<file path="config.mk">
export PLATFORM = sky130hd
export DESIGN_NAME = shadow_attr_decoder
export DESIGN_NICKNAME = d
export VERILOG_FILES = /design/src/rtl/shadow_pkg.sv /design/src/rtl/shadow_attr_bank.sv /design/src/rtl/shadow_route_lookup.sv /design/src/rtl/shadow_attr_decoder.sv
export SDC_FILE = /design/constraint.sdc
export NUM_CORES = 1
export LEC_CHECK = 0
export ABC_AREA = 1
export BUFFER_PORTS_ARGS = -buffer_cell sky130_fd_sc_hd__buf_2
export CELL_PAD_IN_SITES_DETAIL_PLACEMENT = 0
export CELL_PAD_IN_SITES_GLOBAL_PLACEMENT = 2
export CORE_UTILIZATION = 30
export CTS_CLUSTER_DIAMETER = 200
export DETAILED_ROUTE_END_ITERATION = 16
export HOLD_SLACK_MARGIN = 0.15
export PLACE_DENSITY = 0.86
export SKIP_LAST_GASP = 1
export SLEW_MARGIN = 20
export SYNTH_ARGS = -nofsm -noshare
export SYNTH_HDL_FRONTEND = slang
export SYNTH_SLANG_ARGS = --single-unit
</file>
<file path="constraint.sdc">
create_clock -name clk -period 2.89 [get_ports clk]
set_input_delay 0.578 -clock clk [delete_from_list [all_inputs] [get_ports clk]]
set_output_delay 0.578 -clock clk [all_outputs]
set_load 0.01 [all_outputs]
</file>
<file path="src/rtl/shadow_pkg.sv">
// Shared constants for the upper-memory shadow attribute decoder.
// Assumes a 20-bit real-mode address and 8-bit register offsets.
package shadow_pkg;
    typedef logic [7:0] attr_byte_t;

    localparam logic [7:0] ATTR_BASE  = 8'h70;  // first attribute offset
    localparam int         PAIR_COUNT = 6;      // 32 KB expansion slices
    localparam int         ATTR_REGS  = PAIR_COUNT + 1;
    localparam attr_byte_t PAIR_WMASK = 8'hEE;
    localparam attr_byte_t SYS_WMASK  = 8'hE8;

    // enable bit positions inside an attribute byte
    localparam int LO_RD_BIT  = 3;
    localparam int LO_WR_BIT  = 1;
    localparam int HI_RD_BIT  = 7;
    localparam int HI_WR_BIT  = 5;
    localparam int SYS_RD_BIT = 7;
    localparam int SYS_WR_BIT = 5;

    // address decode: 32 KB slice index and 16 KB half select
    localparam int SLICE_LSB = 15;
    localparam int HALF_BIT  = 14;
endpackage

</file>
<file path="src/rtl/shadow_attr_bank.sv">
// Attribute register bank. Each register stores its write data ANDed with
// its own mask; the last register is the system-ROM one and uses a stricter
// mask. Readback is combinational; unmapped offsets read as zero.
// Assumes a synchronous active-low reset.
module shadow_attr_bank
    import shadow_pkg::*;
#(
    parameter int              NUM_REGS = ATTR_REGS,
    parameter int              RA_W     = 8,
    parameter logic [RA_W-1:0] BASE     = ATTR_BASE
) (
    input  logic                         clk,
    input  logic                         rst_n,
    input  logic                         we,
    input  logic [RA_W-1:0]              addr,
    input  logic [7:0]                   wdata,
    output logic [7:0]                   rdata,
    output logic [NUM_REGS-1:0][7:0]     attr
);
    for (genvar g = 0; g < NUM_REGS; g++) begin : g_reg
        localparam logic [RA_W-1:0] MY_OFF  = BASE + RA_W'(g);
        localparam attr_byte_t      MY_MASK = (g == NUM_REGS - 1) ? SYS_WMASK : PAIR_WMASK;
        attr_byte_t q;

        // capture masked write data when this offset is addressed
        always_ff @(posedge clk) begin
            if (!rst_n)
                q <= '0;
            else if (we && (addr == MY_OFF))
                q <= wdata & MY_MASK;
        end

        assign attr[g] = q;
    end

    // select the addressed register for readback, zero when unmapped
    always_comb begin
        rdata = '0;
        for (int i = 0; i < NUM_REGS; i++) begin
            if (addr == BASE + RA_W'(i))
                rdata = attr[i];
        end
    end
endmodule

</file>
<file path="src/rtl/shadow_route_lookup.sv">
// Combinational route decision. Requests outside the top 256 KB window are
// reported internal. Inside it, the last register covers the top 64 KB and
// the others each cover a 32 KB slice split into two 16 KB halves.
// Assumes ADDR_W = 20 (bits 19:18 pick the window, bits 17:16 the top 64 KB).
module shadow_route_lookup
    import shadow_pkg::*;
#(
    parameter int NUM_REGS = ATTR_REGS,
    parameter int ADDR_W   = 20
) (
    input  logic [NUM_REGS-1:0][7:0] attr,
    input  logic [ADDR_W-1:0]        req_addr,
    input  logic                     req_write,
    output logic                     route_int
);
    localparam int IDX_W = $clog2(NUM_REGS);

    logic             in_window;
    logic             in_sys;
    logic             upper_half;
    logic [IDX_W-1:0] slice;
    attr_byte_t       sel;

    assign in_window  = (req_addr[ADDR_W-1 -: 2] == 2'b11);
    assign in_sys     = in_window && (req_addr[ADDR_W-3 -: 2] == 2'b11);
    assign upper_half = req_addr[HALF_BIT];
    assign slice      = req_addr[SLICE_LSB +: IDX_W];

    // pick the governing byte and the enable bit for this access type
    always_comb begin
        sel       = '0;
        route_int = 1'b1;
        if (in_sys) begin
            sel       = attr[NUM_REGS-1];
            route_int = req_write ? sel[SYS_WR_BIT] : sel[SYS_RD_BIT];
        end else if (in_window) begin
            sel = attr[slice];
            if (upper_half)
                route_int = req_write ? sel[HI_WR_BIT] : sel[HI_RD_BIT];
            else
                route_int = req_write ? sel[LO_WR_BIT] : sel[LO_RD_BIT];
        end
    end
endmodule

</file>
<file path="src/rtl/shadow_attr_decoder.sv">
// Top of the upper-memory shadow attribute decoder: register bank plus
// combinational route lookup. Writes land at the clock edge; the route
// output follows the stored bank and the live request.
module shadow_attr_decoder
    import shadow_pkg::*;
#(
    parameter int ADDR_W = 20,
    parameter int RA_W   = 8
) (
    input  logic              clk,
    input  logic              rst_n,
    input  logic              cfg_we,
    input  logic [RA_W-1:0]   cfg_addr,
    input  logic [7:0]        cfg_wdata,
    output logic [7:0]        cfg_rdata,
    input  logic [ADDR_W-1:0] req_addr,
    input  logic              req_write,
    output logic              route_int
);
    logic [ATTR_REGS-1:0][7:0] attr;

    shadow_attr_bank #(
        .NUM_REGS (ATTR_REGS),
        .RA_W     (RA_W),
        .BASE     (RA_W'(ATTR_BASE))
    ) u_bank (
        .clk   (clk),
        .rst_n (rst_n),
        .we    (cfg_we),
        .addr  (cfg_addr),
        .wdata (cfg_wdata),
        .rdata (cfg_rdata),
        .attr  (attr)
    );

    shadow_route_lookup #(
        .NUM_REGS (ATTR_REGS),
        .ADDR_W   (ADDR_W)
    ) u_lookup (
        .attr      (attr),
        .req_addr  (req_addr),
        .req_write (req_write),
        .route_int (route_int)
    );
endmodule

</file>
After elaboration in Yosys (flattened, before gate mapping)

Cells that the tools add are included.

Register bits: 40
Input port bits: 40
Output and inout bits: 9

Order comparisons: 1
Eq/ne operators: 9
Multiplexer cells: 15
Reductions and logical operators: 8

Operators by type and width:

| cell                                                | number |
|---|---|
| 2-to-1 mux 8 bit                                    | 8 |
| == test 8 x 7 -> 1 bit (second input constant)      | 7 |
| binary-select mux 8 bit (select 3 bit)              | 1 |
| logical AND 1 bit                                   | 8 |
| 2-to-1 mux 1 bit                                    | 6 |
| == test 2 bit (second input constant)               | 2 |
| < comparator 3 x 4 -> 1 bit (second input constant) | 1 |

Longest topological paths before layout

Gate-level depths: netlist of run 1.

Depth after elaboration: 8
Mapped depth: 12

Modules after synthesis

A second synthesis of run 1 with hierarchy kept.

Cell total of the unflattened synthesis: 374
Area total of the unflattened synthesis: 2488.6 um^2

Modules (own cells, without submodules):

| module              | times used | cells each | area each (um^2) | sequential area each (um^2) |
|---|---|---|---|---|
| shadow_attr_bank    | 1          | 281        | 2047.0           | 800.8 |
| shadow_route_lookup | 1          | 93         | 441.7            | 0.0 |

Worst setup path after synthesis of run 1

OpenSTA, ideal clock, no wires.

Kind: input to output
From: input port cfg_addr[7]
To: output port cfg_rdata[2]
Arrival: 1.559 ns
Path slack: 0.753 ns
Cell stages on the path: 8
Buffers on the path: 1
Cells stage by stage: inv_2 nand2_1 nor2_8 nand3_4 nor2_2 buf_4 a21oi_1 a21oi_1

Cells in the longest elaborated chain, start to end: 8
Elaborated cells on any way between the ends: 14
Those cells by class: 7 x eq/ne; 7 x mux

RTL lines:

| what                           | RTL line                  | RTL |
|---|---|---|
| start: declaration             | shadow_attr_decoder.sv:13 | `input logic [RA_W-1:0] cfg_addr,` |
| == test 8 x 7 -> 1 bit         | shadow_attr_bank.sv:40    | `if (addr == BASE + RA_W'(i))` |
| 2-to-1 mux 8 bit (6 in series) | shadow_attr_bank.sv:40    |  |
| 2-to-1 mux 8 bit (*)           | shadow_attr_bank.sv:40    |  |
| end: declaration               | shadow_attr_decoder.sv:15 | `output logic [7:0] cfg_rdata,` |

Every way passes the cells marked *; elsewhere a longest branch is shown, timed or not.

Worst setup path in the final report of run 1

Same ends and word-level chain as after synthesis.

==> reports/metrics.cfg, run 1 <==
[status]
status=completed

[worst_setup_path]
path_max_fanout=10
crit_start=cfg_addr[7]
worstSetupPathType=in -> out
r2r_start=u_bank.g_reg[4].q[1]
cp-end-kind=output pin
critical_path_arrival_ps=1910
start_kind=primary input
cp.required_ps=2310

[pwr]
leakage_nw=1.07
intPower_uw=797
pwr-share-comb_pct=10.1
switching_share_pct=25.9
ir_worst_vdd_mv=0.236
switching_power_uw=279
power_frac_seq_pct=51.3
clkPwrFrac_pct=38.5
power_density_nw_per_um2=418

[floorplanning]
die_h_um=88.1
die_area_um2=7770
num_io_pins=49
die_w_um=88.1
initial_core_util_pct=30.9
core_area_um2=7210
rows=31

[timing]
slew_headroom_pct=65.7
whs_ps=451
rsz0062_at_grt=false
fin_worst_skew_ps=0
setup_tns_ps=0
finalCriticalPeriod_ps=2490
finalSetupViolCount=0
fin_crit_sh_pct=86.2
hold_viol=0
worst_pin_slew_ps=513
fmax_mhz=402
slew_violations=0

[cells_and_area]
largest_reg_flops=40
largest-register=u_bank.g.q
area_delta_synth_final_pct=15.6
fin_cells=479
top_regs=u_bank.g.q x40
final_layout_size_suffix_gt1_share_pct=14.7
final_nets=420
antenna_cells=0

[global_route]
grt_usage_pct=19.5
grt_pass1_wl_mm=11.2
grt_overflow=0
grt_max_degree=27
grt_pass1_vias=2156
antenna_found_initial=0

[placement]
gp_congestion=0.855
io_buffer_count=30
place_hpwl_mm=4.97
dp_cells=472

[synthesis]
yosysUniqueCellTypes=26
synth.ff_latch_count=40
synth-compound-area-share_pct=17.4
syn_area_um2=2230
synth.area.mux_share_pct=0
synth-simple-area-share_pct=35.9
synth_top_family_by_area=simple AND/OR/NAND/NOR gates
yosys_warnings=0
syn_area_per_cell_um2=6.36
seq_area_frac_synth_pct=36.0
synth-xor-area-share_pct=0
synth_top_area_cell=dfxtp_1
synthAdderAreaFrac_pct=0
synth_top_area_share_pct=36.0
synth_area_leaders=dfxtp_1, nand2_1, a21oi_1, nand3_1, inv_1
syn_inst=350

[routing]
drtAntennaViolNets=0
drc_errors=0
vias=2332
drtPass1Iterations=4
via_per_inst=4.87
wire_per_inst_um=14.1
wirelength_mm=6.74
drt_iter0_drc=111

[job]
cap_violations=0

[clock_network]
holdBufCountCts=0
root_buffer=clkbuf_8
cts_buffers=5
clk_path_buf_depth=2
cts_tree=yes
clk_pin_slew_ps=80
clock-sinks=40
h-tree-depth=2
worstSkewPairLatency_ps=300
cts_setup_buffers=0
ctsResizeCount=0

[worst_hold_path]
hold_start=u_bank.g_reg[6].q[6]
hold_class=reg -> reg

layout make-up:
type                            count  area, µm²
Clock buffer                        7       96.3
Fill cell                         846       4640
Inverter                           43        161
Multi-Input combinational cell    254       1190
Sequential cell                    40        801
Tap cell                           99        124
Timing Repair Buffer               36        195
stage by stage:
| step | power [mW] | setup WS, ps | cell area (µm²) | util, % |
|---|---|---|---|---|
| floorplan | 0.628 | 753 | 2230 | - |
| global placement | 0.675 | 385 | 2480 | 34.3 |
| detailed placement | 0.675 | 378 | 2480 | 34.3 |
| CTS | 1.09 | 382 | 2570 | 35.7 |
| global route | 1.13 | 184 | 2570 | 35.7 |
| finish | 1.08 | 400 | 2570 | 35.7 |
cell families after synthesis:
kind of cell / after synthesis
AO/OA/AOI/OAI: 77
buffers and inverters: 57
flip-flops: 40
other: 1
AND/OR/NAND/NOR: 175
worst max-delay path, cell delays in order:
cell and delay, ps:
buf_2 100, inv_2 40, nand2_1 110, nor2_8 190, nand3_4 120, nor2_2 360, inv_1 100, nor2_1 110
a21oi_1 50, buf_2 140
cells in the final DEF, fill, tap and decap left out, types with 6 or more instances in the layout:
cell,n
inv_1,41
nand4_1,6
nand2_1,99
a21oi_1,48
buf_4,6
o21ai_0,23
dfxtp_1,40
buf_2,30
nand3_1,42
clkbuf_8,7
nor2_1,13
Yosys cell counts:
master    number
buf_1          1
nand2_2        3
inv_2          2
a21oi_1       48
nor3b_2        1
nand3_2        1
o21ai_1        4
nand4_1        6
o22ai_1        2
nor3_1         2
o21ai_0       23
nor2_1        13
nand3b_1       1
nor2_2         3
nor4_1         1
nor2_8         1
conb_1         1
dfxtp_1       40
buf_4          4
nand3_4        1
buf_2          4
nand3_1       42
nand2_1       99
inv_1         41
nor3_2         1
clkbuf_1       5
path summary, 6_finish.rpt:
kind	cells past startpoint	slack, ps	endpoint
max	10	400	cfg_rdata[2]
min	2	450	u_bank.g_reg[6].q[6]
max reg2reg	2	2220	u_bank.g_reg[4].q[1]
min reg2reg	2	450	u_bank.g_reg[6].q[6]
metal layers:
metal | track usage, % | share of wire, %
met5 | 0 | 0
met4 | 6.01 | 1.7
met3 | 4.52 | 4.8
met2 | 30.9 | 45
met1 | 26.3 | 49
power by group through the flow:
stage	Sequential (mW)	Combinational (mW)	Clock [mW]
3_3_place_gp	0.565	0.110	0
2_1_floorplan	0.565	0.0630	0
6_report	0.552	0.109	0.415
5_1_grt	0.552	0.125	0.452
4_1_cts	0.552	0.110	0.430
3_5_place_dp	0.565	0.110	0
Power figures use the tool's default switching activity.
==> run 2: changes to the inputs <==
--- a/config.mk
+++ b/config.mk
@@ -7,13 +7,11 @@
 export LEC_CHECK = 0
 export ABC_AREA = 1
 export BUFFER_PORTS_ARGS = -buffer_cell sky130_fd_sc_hd__buf_2
-export CELL_PAD_IN_SITES_DETAIL_PLACEMENT = 0
-export CELL_PAD_IN_SITES_GLOBAL_PLACEMENT = 2
-export CORE_UTILIZATION = 30
+export CORE_UTILIZATION = 45
 export CTS_CLUSTER_DIAMETER = 200
 export DETAILED_ROUTE_END_ITERATION = 16
 export HOLD_SLACK_MARGIN = 0.15
-export PLACE_DENSITY = 0.86
+export PLACE_DENSITY = 0.71
 export SKIP_LAST_GASP = 1
 export SLEW_MARGIN = 20
 export SYNTH_ARGS = -nofsm -noshare
==> run 2 against run 1 <==
  * Final area down 2.3%
  * Via count down 0.73%
  * Die area down 33%
  * Highest routed layer unchanged
  * Power down 2.8%
  * Clock power down 6.5%
  * Sequential power about the same
  * Register-to-register slack worse by 20 ps
  * Largest power group unchanged
  * Non-clock buffer count down 2
  * Critical path depth up 3
  * Critical path type unchanged
==> reports/metrics.cfg, run 2 (synthesis results as in run 1) <==
[routing]
drt_iter0_drc=162  ; was 111
wire_per_inst_um=13.5  ; was 14.1 µm
drc_errors=0  ; unchanged
wirelength_mm=6.00  ; was 6.74 mm
drtAntennaViolNets=0  ; unchanged
vias=2315  ; was 2,332
drtPass1Iterations=4  ; unchanged
via_per_inst=5.19  ; was 4.87

[clock_network]
cts_buffers=5  ; unchanged
clk_path_buf_depth=2  ; unchanged
clock-sinks=40  ; unchanged
cts_tree=yes  ; unchanged
ctsResizeCount=0  ; unchanged
cts_setup_buffers=0  ; unchanged
holdBufCountCts=0  ; unchanged
clk_pin_slew_ps=70  ; was 80 ps
h-tree-depth=2  ; unchanged
worstSkewPairLatency_ps=290  ; was 300 ps
root_buffer=clkbuf_8  ; unchanged

[floorplanning]
initial_core_util_pct=46.8  ; was 30.9%
core_area_um2=4750  ; was 7210 µm²
die_area_um2=5230  ; was 7770 µm²
num_io_pins=49  ; unchanged
die_w_um=72.3  ; was 88.1 µm
die_h_um=72.3  ; was 88.1 µm
rows=25  ; was 31

[global_route]
met2_usage_pct=40.5  ; was 30.9%
antenna_found_initial=0  ; unchanged
gr-usage-met1_pct=34.0  ; was 26.3%
grt_overflow=0  ; unchanged
grt_max_degree=27  ; unchanged
grt_usage_pct=24.5  ; was 19.5%
grt_pass1_wl_mm=9.94  ; was 11.2 mm
grt_most_used_layer=met2  ; unchanged
grt_pass1_vias=2073  ; was 2,156
grtUsageMet3_pct=3.75  ; was 4.52%

[cells_and_area]
fin_cells=446  ; was 479
largest_reg_flops=40  ; unchanged
fillCellCount=503  ; was 846
antenna_cells=0  ; unchanged
final_common_cell=nand2_1  ; unchanged
final_cell_mix=nand2_1, a21oi_1, nand3_1  ; unchanged
seqCellArea_um2=801  ; unchanged
final_nets=418  ; was 420
area_delta_synth_final_pct=12.9  ; was 15.6%
multi_input_area_um2=1190  ; unchanged
final_layout_size_suffix_gt1_share_pct=14.5  ; was 14.7%
top_regs=u_bank.g.q x40  ; unchanged
utilization_pct=52.9  ; was 35.7%
largest-register=u_bank.g.q  ; unchanged

[pwr]
leakage_nw=1.06  ; was 1.07 nW
ir_worst_vdd_mv=0.308  ; was 0.236 mV
power_density_nw_per_um2=416  ; was 418 nW/µm²

[timing]
worst_pin_slew_ps=745  ; was 513 ps
fin_crit_sh_pct=85.7  ; was 86.2%
hold_viol=0  ; unchanged
slew_violations=0  ; unchanged
whs_ps=455  ; was 451 ps
rsz0062_at_grt=false  ; unchanged
fin_worst_skew_ps=0  ; unchanged
setup_tns_ps=0  ; unchanged
slew_headroom_pct=50.1  ; was 65.7%
finalSetupViolCount=0  ; unchanged
finalCriticalPeriod_ps=2480  ; was 2490 ps
fmax_mhz=404  ; was 402 MHz

[status]
status=completed  ; unchanged

[placement]
place_hpwl_mm=4.35  ; was 4.97 mm
io_buffer_count=30  ; unchanged
dp_cells=438  ; was 472
gp_congestion=0.949  ; was 0.855

[worst_setup_path]
cp-end-kind=output pin  ; unchanged
path_max_fanout=15  ; was 10
critical_path_arrival_ps=1900  ; was 1910 ps
start_kind=primary input  ; unchanged
r2r_start=u_bank.g_reg[4].q[1]  ; unchanged
crit_start=req_addr[15]  ; was cfg_addr[7]
worstSetupPathType=in -> out  ; unchanged
cp.required_ps=2310  ; about the same

[worst_hold_path]
hold_start=u_bank.g_reg[6].q[6]  ; unchanged
hold_class=reg -> reg  ; unchanged

[job]
cap_violations=0  ; unchanged

-- run 2: cell types whose count changed in the layout (fill, tap and decap cells not counted), sizes merged --
| cell | delta |
|---|---|
| clkinv | +2 |
| buf | -2 |
| clkbuf | -1 |
-- run 2: area by class of cell --
class | count | share of cell area (%)
inverters | 43 | 6.42
clock buffers | 6 | 3.29
flip-flops and latches | 40 | 31.9
multi-input cells | 254 | 47.5
well taps | 67 | 3.33
repair buffers | 34 | 7.17
clock inverters | 2 | 0.398
-- run 2: routing by layer --
layer | vias to the layer above | part of all wire [%]
li1 | 1200 | -
met3 | 4 | 5.7
met5 | - | 0
met1 | 1041 | 49
met2 | 70 | 45
met4 | 0 | 0.48
-- run 2: worst paths after layout --
kind	endpoint	slack [ps]	cells after the start
worst max-delay path	route_int	410	13
worst min-delay path	u_bank.g_reg[6].q[6]	450	2
worst max register to register	u_bank.g_reg[4].q[1]	2200	2
worst min register to register	u_bank.g_reg[6].q[6]	450	2
-- run 2: report_power, final --
group	internal, mW	switching [mW]	leakage [nW]
Clock	0.191	0.197	0.0510
Sequential	0.552	0.000594	0.322
Combinational	0.0314	0.0741	0.684
-- run 2: stage by stage --
step	setup WS, ps	total power, mW	cell area [µm²]
2_1_floorplan	753	0.628	2230
5_1_grt	263	1.09	2510
4_1_cts	439	1.05	2510
6_report	414	1.05	2510
3_3_place_gp	428	0.668	2420
3_5_place_dp	444	0.670	2420
-- run 2: critical path: stages --
cell and delay (ps):
buf_2 260, inv_1 270, nand2_1 120, nand2_1 70, nand2_1 60, nand2_1 50
nor2_1 80, nand2_1 60, nand3_1 70, nand2_1 50, nand2_1 50, nand2_1 40
buf_2 130
==> run 3: changes to the inputs <==
--- a/config.mk
+++ b/config.mk
@@ -5,7 +5,6 @@
 export SDC_FILE = /design/constraint.sdc
 export NUM_CORES = 1
 export LEC_CHECK = 0
-export ABC_AREA = 1
 export BUFFER_PORTS_ARGS = -buffer_cell sky130_fd_sc_hd__buf_2
 export CORE_UTILIZATION = 45
 export CTS_CLUSTER_DIAMETER = 200
==> run 3 against run 2 <==
  * Critical path depth decreased by 7
  * Sequential cell count unchanged
  * Clock-buffer cell count increased by 1
  * Clock power increased by 29%
  * Utilization increased by 0.32 points
  * Combinational power increased by 9%
  * Largest cell class unchanged
==> reports/metrics.cfg, run 3 <==
[clock_network]
cts_buffers=5  ; unchanged
cts_setup_buffers=0  ; unchanged
cts_tree=yes  ; unchanged
holdBufCountCts=0  ; unchanged
h-tree-depth=2  ; unchanged
clk_path_buf_depth=2  ; unchanged
clk_pin_slew_ps=80  ; was 70 ps
worstSkewPairLatency_ps=290  ; about the same
root_buffer=clkbuf_8  ; unchanged
clock-sinks=40  ; unchanged
ctsResizeCount=0  ; unchanged

[worst_setup_path]
cp-end-kind=output pin  ; unchanged
r2r_slack_ps=2220  ; was 2200 ps
crit_chain=buf_2 -> mux4_2 -> or3b_1 -> a41oi_1 -> o21ai_1 -> buf_2  ; was buf_2 -> inv_1 -> nand2_1 -> nand2_1 -> nand2_1 -> nand2_1 -> nor2_1 -> nand2_1 -> nand3_1 -> nand2_1 -> nand2_1 -> nand2_1 -> buf_2
crit_top_cell=buf_2  ; was nand2_1
start_kind=primary input  ; unchanged
crit_family=multiplexers  ; was buffers and inverters
crit_path_top_delay_cell=mux4_2  ; was inv_1
critical_path_arrival_ps=2020  ; was 1900 ps
cp.required_ps=2310  ; about the same
worstSetupPathType=in -> out  ; unchanged
cp.buffers_inverters=2  ; was 3
cpPeakStageDelay_ps=530  ; was 270 ps
path_max_fanout=3  ; was 15

[placement]
gp_congestion=0.781  ; was 0.949
io_buffer_count=30  ; unchanged
place_hpwl_mm=3.74  ; was 4.35 mm
place_area_um2=2590  ; was 2420 µm²
dp_cells=312  ; was 438

[synthesis]
yosys_warnings=0  ; unchanged
yosysMostFrequentCell=mux2i_1  ; was nand2_1
synthArstFlopShare_pct=0  ; unchanged
seq_area_frac_synth_pct=33.7  ; was 36.0%
yosysUniqueCellTypes=39  ; was 26
syn_area_per_cell_um2=10.8  ; was 6.36 µm²
synth_ff_type=dfxtp_1  ; unchanged
synth.ff_latch_count=40  ; unchanged
synthTopCellsByCount=mux2i_1, nor2b_1, dfxtp_1  ; was nand2_1, a21oi_1, nand3_1
synth_top_area_cell=dfxtp_1  ; unchanged
syn_inst=220  ; was 350
syn_area_um2=2370  ; was 2230 µm²
synth_area_leaders=dfxtp_1, mux2i_1, nor2b_1, mux4_2, nor4_4  ; was dfxtp_1, nand2_1, a21oi_1, nand3_1, inv_1
synth_top_area_share_pct=33.7  ; was 36.0%
synth_edf_count=0  ; unchanged

[pwr]
clkPwrFrac_pct=42.8  ; was 37.1%
switching_power_uw=263  ; was 272 µW
switching_share_pct=22.6  ; was 26.0%
intPower_uw=902  ; was 774 µW
ir_worst_vdd_mv=0.379  ; was 0.308 mV
power_density_nw_per_um2=429  ; was 416 nW/µm²
pwr-share-comb_pct=9.8  ; was 10.1%
leakage_nw=0.881  ; was 1.06 nW
power_frac_seq_pct=47.4  ; was 52.8%

[floorplanning]
die_w_um=74.6  ; was 72.3 µm
die_area_um2=5570  ; was 5230 µm²
num_io_pins=49  ; unchanged
rows=26  ; was 25
core_area_um2=5110  ; was 4750 µm²
die_h_um=74.6  ; was 72.3 µm
initial_core_util_pct=46.5  ; was 46.8%

[cells_and_area]
utilization_pct=53.2  ; was 52.9%
final_cell_area_um2=2720  ; was 2510 µm²
largest_reg_flops=40  ; unchanged
antenna_cells=0  ; unchanged
top_regs=u_bank.g.q x40  ; unchanged
final_layout_size_suffix_gt1_share_pct=25.2  ; was 14.5%
final_common_cell=mux2i_1  ; was nand2_1
largest-register=u_bank.g.q  ; unchanged
fin_cells=320  ; was 446
area_delta_synth_final_pct=14.4  ; was 12.9%
fillCellCount=488  ; was 503
final_cell_mix=mux2i_1, nor2b_1, dfxtp_1  ; was nand2_1, a21oi_1, nand3_1
final_nets=289  ; was 418

[routing]
vias=1738  ; was 2,315
via_per_inst=5.43  ; was 5.19
drc_errors=0  ; unchanged
drtPass1Iterations=4  ; unchanged
wirelength_mm=5.24  ; was 6.00 mm
drtAntennaViolNets=0  ; unchanged
wire_per_inst_um=16.4  ; was 13.5 µm
drt_iter0_drc=103  ; was 162

[global_route]
antenna_found_initial=0  ; unchanged
grt_max_degree=41  ; was 27
grt_pass1_wl_mm=8.52  ; was 9.94 mm
grt_pass1_vias=1646  ; was 2,073
grt_overflow=0  ; unchanged
grt_usage_pct=21.0  ; was 24.5%

[timing]
fmax_mhz=385  ; was 404 MHz
whs_ps=517  ; was 455 ps
finalCriticalPeriod_ps=2600  ; was 2480 ps
setup_tns_ps=0  ; unchanged
fin_worst_skew_ps=0  ; unchanged
finalSetupViolCount=0  ; unchanged
slew_violations=0  ; unchanged
worst_pin_slew_ps=770  ; was 745 ps
rsz0062_at_grt=false  ; unchanged
slew_headroom_pct=48.3  ; was 50.1%
fin_crit_sh_pct=89.8  ; was 85.7%
hold_viol=0  ; unchanged

[status]
status=completed  ; unchanged

[job]
cap_violations=0  ; unchanged

[worst_hold_path]
hold_class=reg -> reg  ; unchanged

-- run 3: layout make-up --
type | instances | area [µm²] | area share (%)
Timing Repair Buffer | 37 | 203 | 7.46
Multi-Input combinational cell | 163 | 1490 | 54.9
Clock buffer | 7 | 96.3 | 3.55
Inverter | 2 | 7.51 | 0.276
Sequential cell | 40 | 801 | 29.5
Tap cell | 70 | 87.6 | 3.22
Clock inverter | 1 | 30.0 | 1.11
-- run 3: per-stage QoR --
| step | setup slack (ps) | power (mW) |
|---|---|---|
| finish | 293 | 1.16 |
| global route | 143 | 1.21 |
| CTS | 279 | 1.17 |
| detailed placement | 275 | 0.679 |
| global placement | 282 | 0.678 |
| floorplan | 479 | 0.641 |
-- run 3: worst paths after layout --
path | from | to | cells after the start
setup / recovery | req_addr[15] | route_int | 6
hold / removal | u_bank.g_reg[3].q[6] | u_bank.g_reg[3].q[6] | 2
setup reg to reg | u_bank.g_reg[6].q[7] | u_bank.g_reg[6].q[7] | 2
hold reg to reg | u_bank.g_reg[3].q[6] | u_bank.g_reg[3].q[6] | 2
-- run 3: cells by family (layout without fill, tap and decap cells) --
logic type	after synthesis	count (layout)	synth area share [%]
compound gates	22	22	6.64
simple gates	81	81	26.6
mux	58	58	29.3
other cells	1	2	0.158
flops	40	40	33.7
buf+inv	18	47	3.58
-- run 3: power by group through the flow --
stage	Clock (mW)	Combinational, mW	Sequential (mW)
after global placement	0	0.113	0.565
after CTS	0.507	0.115	0.552
final	0.499	0.114	0.552
after floorplan	0	0.0761	0.565
after detailed placement	0	0.114	0.565
after global routing	0.535	0.124	0.552
-- run 3: worst min-delay path, cell delays in order, from the launching register on --
cell and delay (ps):
dfxtp_1 330, mux2i_1 60, nor2b_1 90
-- run 3: metal layers --
metal | global-route usage (%) | vias to the layer above | part of all wire [%]
met5 | 0 | - | 0
met4 | 6.29 | 0 | 0.90
met3 | 3.75 | 5 | 4.7
met2 | 32.4 | 46 | 44
met1 | 30.1 | 821 | 50
li1 | - | 866 | -
